--- src/rtl/dmac_pkg.sv ---
package dmac_pkg;
  localparam int HALF_W = 16;
  localparam int WORD_W = 2 * HALF_W;
  typedef logic signed [WORD_W-1:0] word_t;
endpackage

--- src/rtl/dmac_halfmul.sv ---
module dmac_halfmul #(
  parameter int HW = 16,
  localparam int WW = 2 * HW
) (
  input  logic [WW-1:0]        a,
  input  logic [WW-1:0]        b,
  input  logic                 exch,
  output logic signed [WW-1:0] prod_lo,
  output logic signed [WW-1:0] prod_hi
);
  logic signed [WW-1:0] prods [2];

  for (genvar g = 0; g < 2; g++) begin : g_lane
    logic [HW-1:0]        ha, hb;
    logic signed [WW-1:0] xa, xb;
    always_comb begin
      ha = a[g*HW +: HW];
      hb = exch ? b[(1-g)*HW +: HW] : b[g*HW +: HW];
      xa = {{HW{ha[HW-1]}}, ha};
      xb = {{HW{hb[HW-1]}}, hb};
    end
    assign prods[g] = xa * xb;
  end

  assign prod_lo = prods[0];
  assign prod_hi = prods[1];
endmodule

--- src/rtl/dmac_combine.sv ---
module dmac_combine #(
  parameter int WW = 32
) (
  input  logic signed [WW-1:0] prod_lo,
  input  logic signed [WW-1:0] prod_hi,
  input  logic [WW-1:0]        acc,
  input  logic                 sub,
  input  logic                 acc_en,
  output logic [WW-1:0]        result,
  output logic                 ovf
);
  localparam int M = WW - 1;
  logic [WW-1:0] s1, s2;
  logic          ov_pair, ov_acc;

  always_comb begin
    s1      = sub ? prod_lo - prod_hi : prod_lo + prod_hi;
    ov_pair = !sub && (prod_lo[M] == prod_hi[M]) && (s1[M] != prod_lo[M]);
    s2      = s1 + acc;
    ov_acc  = acc_en && (s1[M] == acc[M]) && (s2[M] != s1[M]);
    result  = acc_en ? s2 : s1;
    ovf     = ov_pair | ov_acc;
  end
endmodule

--- src/rtl/dmac_unit.sv ---
module dmac_unit #(
  parameter int HW = dmac_pkg::HALF_W,
  localparam int WW = 2 * HW
) (
  input  logic          clk,
  input  logic          rst_n,
  input  logic          in_valid,
  output logic          in_ready,
  input  logic          op_sub,
  input  logic          exch,
  input  logic          acc_en,
  input  logic [WW-1:0] opnd_a,
  input  logic [WW-1:0] opnd_b,
  input  logic [WW-1:0] acc_in,
  output logic          res_valid,
  input  logic          res_ready,
  output logic [WW-1:0] res,
  input  logic          q_clr,
  output logic          q_flag
);
  logic signed [WW-1:0] p_lo, p_hi;
  logic [WW-1:0]        sum_w;
  logic                 ovf_w, take;

  dmac_halfmul #(.HW(HW)) u_mul (
    .a(opnd_a), .b(opnd_b), .exch(exch), .prod_lo(p_lo), .prod_hi(p_hi)
  );

  dmac_combine #(.WW(WW)) u_comb (
    .prod_lo(p_lo), .prod_hi(p_hi), .acc(acc_in), .sub(op_sub),
    .acc_en(acc_en), .result(sum_w), .ovf(ovf_w)
  );

  assign in_ready = !res_valid || res_ready;
  assign take     = in_valid && in_ready;

  always_ff @(posedge clk) begin
    if (!rst_n) begin
      res_valid <= 1'b0;
      res       <= '0;
      q_flag    <= 1'b0;
    end else begin
      if (take) begin
        res_valid <= 1'b1;
        res       <= sum_w;
      end else if (res_ready) begin
        res_valid <= 1'b0;
      end
      q_flag <= (q_flag && !q_clr) || (take && ovf_w);
    end
  end
endmodule

--- config.mk ---
export PLATFORM = sky130hd
export DESIGN_NAME = dmac_unit
export DESIGN_NICKNAME = d
export VERILOG_FILES = /design/src/rtl/dmac_pkg.sv /design/src/rtl/dmac_halfmul.sv /design/src/rtl/dmac_combine.sv /design/src/rtl/dmac_unit.sv
export SDC_FILE = /design/constraint.sdc
export NUM_CORES = 2
export LEC_CHECK = 0
export BUFFER_PORTS_ARGS = -buffer_cell sky130_fd_sc_hd__clkbuf_2
export CAP_MARGIN = 30
export CORE_MARGIN = 4
export CORE_UTILIZATION = 55
export DETAILED_ROUTE_END_ITERATION = 8
export GPL_TIMING_DRIVEN = 0
export PLACE_DENSITY = 0.87
export SLEW_MARGIN = 5
export SYNTH_ARGS = -nofsm -noshare
export SYNTH_HDL_FRONTEND = slang
export SYNTH_SLANG_ARGS = --single-unit
export TNS_END_PERCENT = 50
--- constraint.sdc ---
create_clock -name clk -period 11.2 [get_ports clk]
set_clock_uncertainty 0.05 [all_clocks]
set_input_delay 1.68 -clock clk [delete_from_list [all_inputs] [get_ports clk]]
set_output_delay 1.68 -clock clk [all_outputs]
set_load 0.01 [all_outputs]
# --- Word-level counts from Yosys, hierarchy flattened ---
# Cells that the tools add are included.
word_totals:
  word_cells: 32
  register_bits: 34
  ram_bits: 0
  rom_bits: 0
  inputBits: 104
  latchBits: 0
  memories: 0
classes:
  n_lt_le_gt_ge: 0
  n_mul: 2
  mux: 6
  eq_ne: 4
  shifts: 0
  n_reduce_logical: 13
  addsub: 3
  n_bitwise: 1
  n_div: 0
ops:
  columns: ["cell", "count"]
  rows:
  - ["adder 32 bit", 2]
  - ["multiplier 16 x 16 -> 32 bit", 2]
  - ["two-way mux 32 bit", 2]
  - ["two-way mux 16 bit", 2]
  - ["subtractor 32 bit", 1]
  - ["logical AND 1 bit", 7]
  - ["zero test 1 bit", 3]
  - ["equality test 1 bit", 2]
  - ["logical OR 1 bit", 2]
  - ["two-way mux 1 bit", 2]
  - ["!= test 1 bit", 2]
  - ["nonzero test 2 bit", 1]
  - ["bitwise OR 1 bit", 1]

# --- Longest topological paths before layout ---
logic_depth:
  ltp_word: 10
  depth_mapped: 50
  depth_no_buf: 47

# --- Modules after synthesis ---
# A second synthesis with hierarchy kept.
unflattened:
  hier_cells: 2929
  area_unflattened_um2: 25622.1
modules_own_cells:
  columns: ["module", "cells_each", "area_per_inst_um2", "instances", "seq_area_each_um2"]
  rows:
  - ["dmac_halfmul", 2213, 20144.3, 1, 0.0]
  - ["dmac_combine", 569, 4082.7, 1, 0.0]
  - ["dmac_unit", 147, 1395.1, 1, 680.7]

# --- Least setup slack after synthesis ---
# OpenSTA, ideal clock, no wires.
synth_timing:
  path_kind: "input to register"
  from: "in exch"
  to: "reg res[31]"
  setup_time_ps: 88
  stages: 44
  slack_ps: -750
  arrival_time_ps: 11812
  t_required_ps: 11062
  path_cell_list: "clkbuf_1 buf_1 mux2i_1 clkbuf_1 nor2b_1 fa_1 inv_1 fa_1 fa_1 inv_1 fa_1 fa_1 inv_1 fa_1 inv_1 ha_1 buf_2 and2_1 [8 not listed] ha_1 a21oi_1 nor2b_1 o21ai_0 nand2_1 a2111oi_2 o31ai_1 a21oi_1 o21bai_1 a21oi_1 xnor2_1 ha_1 nand4_1 o311ai_1 a21oi_1 xnor2_4 a21bo_2 a311oi_2"
synth_via:
  elab_chain_len: 6
synth_lines:
  columns: ["element", "line_no", "source"]
  rows:
  - ["start: declaration", "dmac_unit.sv:10", "input logic exch,"]
  - ["two-way mux 16 bit", "dmac_halfmul.sv:18", "hb = exch ? b[(1-g)*HW +: HW] : b[g*HW +: HW];"]
  - ["multiplier 16 x 16 -> 32 bit", "dmac_halfmul.sv:22", "assign prods[g] = xa * xb;"]
  - ["adder 32 bit / subtractor 32 bit (equally long branches)", "dmac_combine.sv:17", "s1 = sub ? prod_lo - prod_hi : prod_lo + prod_hi;"]
  - ["two-way mux 32 bit (*)", "dmac_combine.sv:17", null]
  - ["adder 32 bit", "dmac_combine.sv:19", "s2 = s1 + acc;"]
  - ["two-way mux 32 bit (*)", "dmac_combine.sv:21", "result = acc_en ? s2 : s1;"]
  - ["end signal: assignment", "dmac_unit.sv:45", "res <= sum_w;"]
  - ["end: declaration", "dmac_unit.sv:17", "output logic [WW-1:0] res,"]
# Every way passes the cells marked *; elsewhere a longest branch is shown, timed or not.
# A chain may end at the register's enable or synchronous reset.

# --- Worst setup path after layout ---
layout_timing:
  from: "in opnd_a[26]"
  to: "reg res[31]"
layout_via:
  elab_chain_len: 5
layout_lines:
  columns: ["element", "line_no", "source"]
  rows:
  - ["start: declaration", "dmac_unit.sv:12", "input logic [WW-1:0] opnd_a,"]
  - ["multiplier 16 x 16 -> 32 bit (*)", "dmac_halfmul.sv:22", null]
  - ["adder 32 bit / subtractor 32 bit (equally long branches)", "dmac_combine.sv:17", null]
  - ["two-way mux 32 bit (*)", "dmac_combine.sv:17", null]
  - ["adder 32 bit", "dmac_combine.sv:19", null]
  - ["two-way mux 32 bit (*)", "dmac_combine.sv:21", null]
# Marks and branches as above.

==> impl_metrics.json <==
{
  "drt_first_pass_iters": 6,
  "synth_seq_area_share_pct": 2.67,
  "io_pins": 139,
  "drt-vias-per-instance": 5.88,
  "outcome": "complete, but fails checks",
  "hpwl_um": 57800,
  "htree_levels": 2,
  "track_usage_pct": 28.4,
  "synth.area.top_cells": "fa_1 (41%), ha_1 (11%), inv_1 (9.2%), nand2_1 (4.6%), xnor2_1 (3.5%)",
  "critPathKind": "input pin to flip-flop",
  "synth_top_cell_area_share_pct": 41.3,
  "crit_path_end_kind": "flip-flop",
  "timing.final.crit_share_pct": 105,
  "setup_viol": 10,
  "ys_types": 89,
  "rows": 78,
  "final_hold_viol_count": 0,
  "nFillCells": 3451,
  "timing.rr.start": "res_valid",
  "ctsRootBufferMaster": "clkbuf_16",
  "wl_per_cell_um": 20.1,
  "arrival_ps": 11900,
  "yosys_warnings": 0,
  "fin_ws_ps": -556,
  "synth_ff_type": "dfxtp_1",
  "synth-edff-count": 0,
  "drive_gt1_share_pct": 15.6,
  "synth_most_common_cell": "inv_1",
  "synth_area_leader_cell": "fa_1",
  "cts.hold.buffers_added": 0,
  "synthArstFlopShare_pct": 0,
  "critPathSlowestCell": "fa_2",
  "crit_buf_inv": 8,
  "syn-num-nets": 3798,
  "avgSynthCellArea_um2": 8.68,
  "grt_antenna_before_repair": 2,
  "synth.cell_area_um2": 25500,
  "cp-start-kind": "input pin",
  "slew_viol_final": 0,
  "clock.fmax_mhz": 85.1,
  "cts_tree": "yes",
  "max_cap_viol_count": 0,
  "synth.ff_latch_count": 34,
  "io_buffer_count": 135,
  "tightestPinTransition_ps": 959,
  "max_stage_delay_ps": 620,
  "fin_nets": 4022,
  "clock_latency_ps": 280,
  "grt_pass1_vias": 22700,
  "wl_um": 75700,
  "coreArea_um2": 45600,
  "violations": "negative setup slack",
  "postRouteAntennaNets": 0,
  "drtIter0Drc": 2140,
  "slew-limit-headroom_pct": 34.3,
  "start_util_pct": 56.0,
  "die_y_um": 223,
  "worstHoldStart": "res[14]",
  "drc_errors": 0,
  "routabilityCongestion": 0.961,
  "clock-sinks": 34,
  "hold_path.class": "flip-flop to flip-flop",
  "grt_max_degree": 13,
  "synthTopCellsByCount": "inv_1 (623), fa_1 (526), nand2_1 (310), ha_1 (229), a21oi_1 (134)",
  "dr_total_vias": 22200,
  "cts_made_buffers": 5,
  "grt_setup_unrepaired": "yes",
  "die_area_um2": 49900,
  "clock_path_buffers": 2,
  "area_growth_pct": 13.9,
  "grt_pass1_wl_um": 114000,
  "clk_pin_slew_ps": 50,
  "postSynthCellCount": 2939,
  "fin_crit_ps": 11760,
  "worstPathRequired_ps": 11340,
  "worstPathMaxFanout": 10,
  "crit_start": "opnd_a[26]",
  "overflow": 0,
  "crit_top_cell": "fa_1",
  "die_x_um": 223,
  "dp_slack_ps": -1460,
  "critPathTopFamily": "adder cells"
}
-- final timing paths --
check        cells after the start  slack (ps)       to
max                             40        -560  res[31]
min                              2         430  res[14]
max reg2reg                      7        9540   q_flag
min reg2reg                      2         430  res[14]
-- stage by stage --
stage	instance area (µm²)	hold WS, ps	std cells	TNS (ps)	utilization, %
5_1_grt	29000	453	3764	-5340	63.7
6_report	29100	428	3767	-3070	63.8
4_1_cts	28400	430	3737	-344	62.3
3_3_place_gp	27100	404	3674	-12120	59.5
2_1_floorplan	25700	426	2939	0	-
3_5_place_dp	27100	424	3674	-14240	59.5
-- sequential cells by signal (all words and copies together), names as in the netlist --
register / cells
res: 32
q_flag: 1
res_valid: 1
-- tightest hold or removal path: stages (launching register included) --
cell	delay, ps
dfxtp_1	310
nand2_1	60
a21oi_1	60
-- per-layer routing --
metal  vias up  wire length (µm)  track usage (%)
met2      1284             35500             47.0
li1       9586                 -                -
met3       336              7890             6.45
met4         2              4350             11.7
met5         -                12                0
met1     11000             28000             36.2
-- cells in the final DEF (no fill, tap or decap), types with 48 or more instances in the layout --
cell	netlist	final
ha_1	229	208
nor2_1	103	97
nand2_1	310	305
fa_1	526	518
clkbuf_2	0	144
and2_1	119	113
buf_4	0	73
clkbuf_1	83	53
inv_1	623	611
xnor2_1	103	89
a21o_1	48	48
a21oi_1	134	112
nor2b_1	120	117
-- cells by family after synthesis --
family,count (synthesis),share of synthesized area [%]
AND/OR/NAND/NOR,842,16.6
adder cells (fa/ha/maj),755,52.5
buffers and inverters,718,10.8
AO/OA/AOI/OAI,397,10.3
XOR/XNOR,148,5.27
multiplexers,45,1.88
flip-flops,34,2.67
-- timing repair --
item	CTS	global route
setup buffers	58	26
cloned	1	0
setup endpoints to repair	13	13
hold endpoints to repair	0	0
pin swaps	82	77
gates resized for setup	144	116
-- cell type report --
cell class | instances | area [µm²] | share of cell area [%]
tap | 600 | 751 | 2.58
sequential | 34 | 681 | 2.34
multi-input combinational | 2187 | 23100 | 79.6
clock buffer | 7 | 143 | 0.491
buffer | 91 | 614 | 2.11
clock inverter | 1 | 5.00 | 0.0172
inverter | 624 | 2340 | 8.06
timing repair buffer | 220 | 1390 | 4.77
antenna | 3 | 7.51 | 0.0258
Power is left out: the tool's default activity adds up to more than one toggle a clock period on the data nets, which glitch-free logic cannot reach.
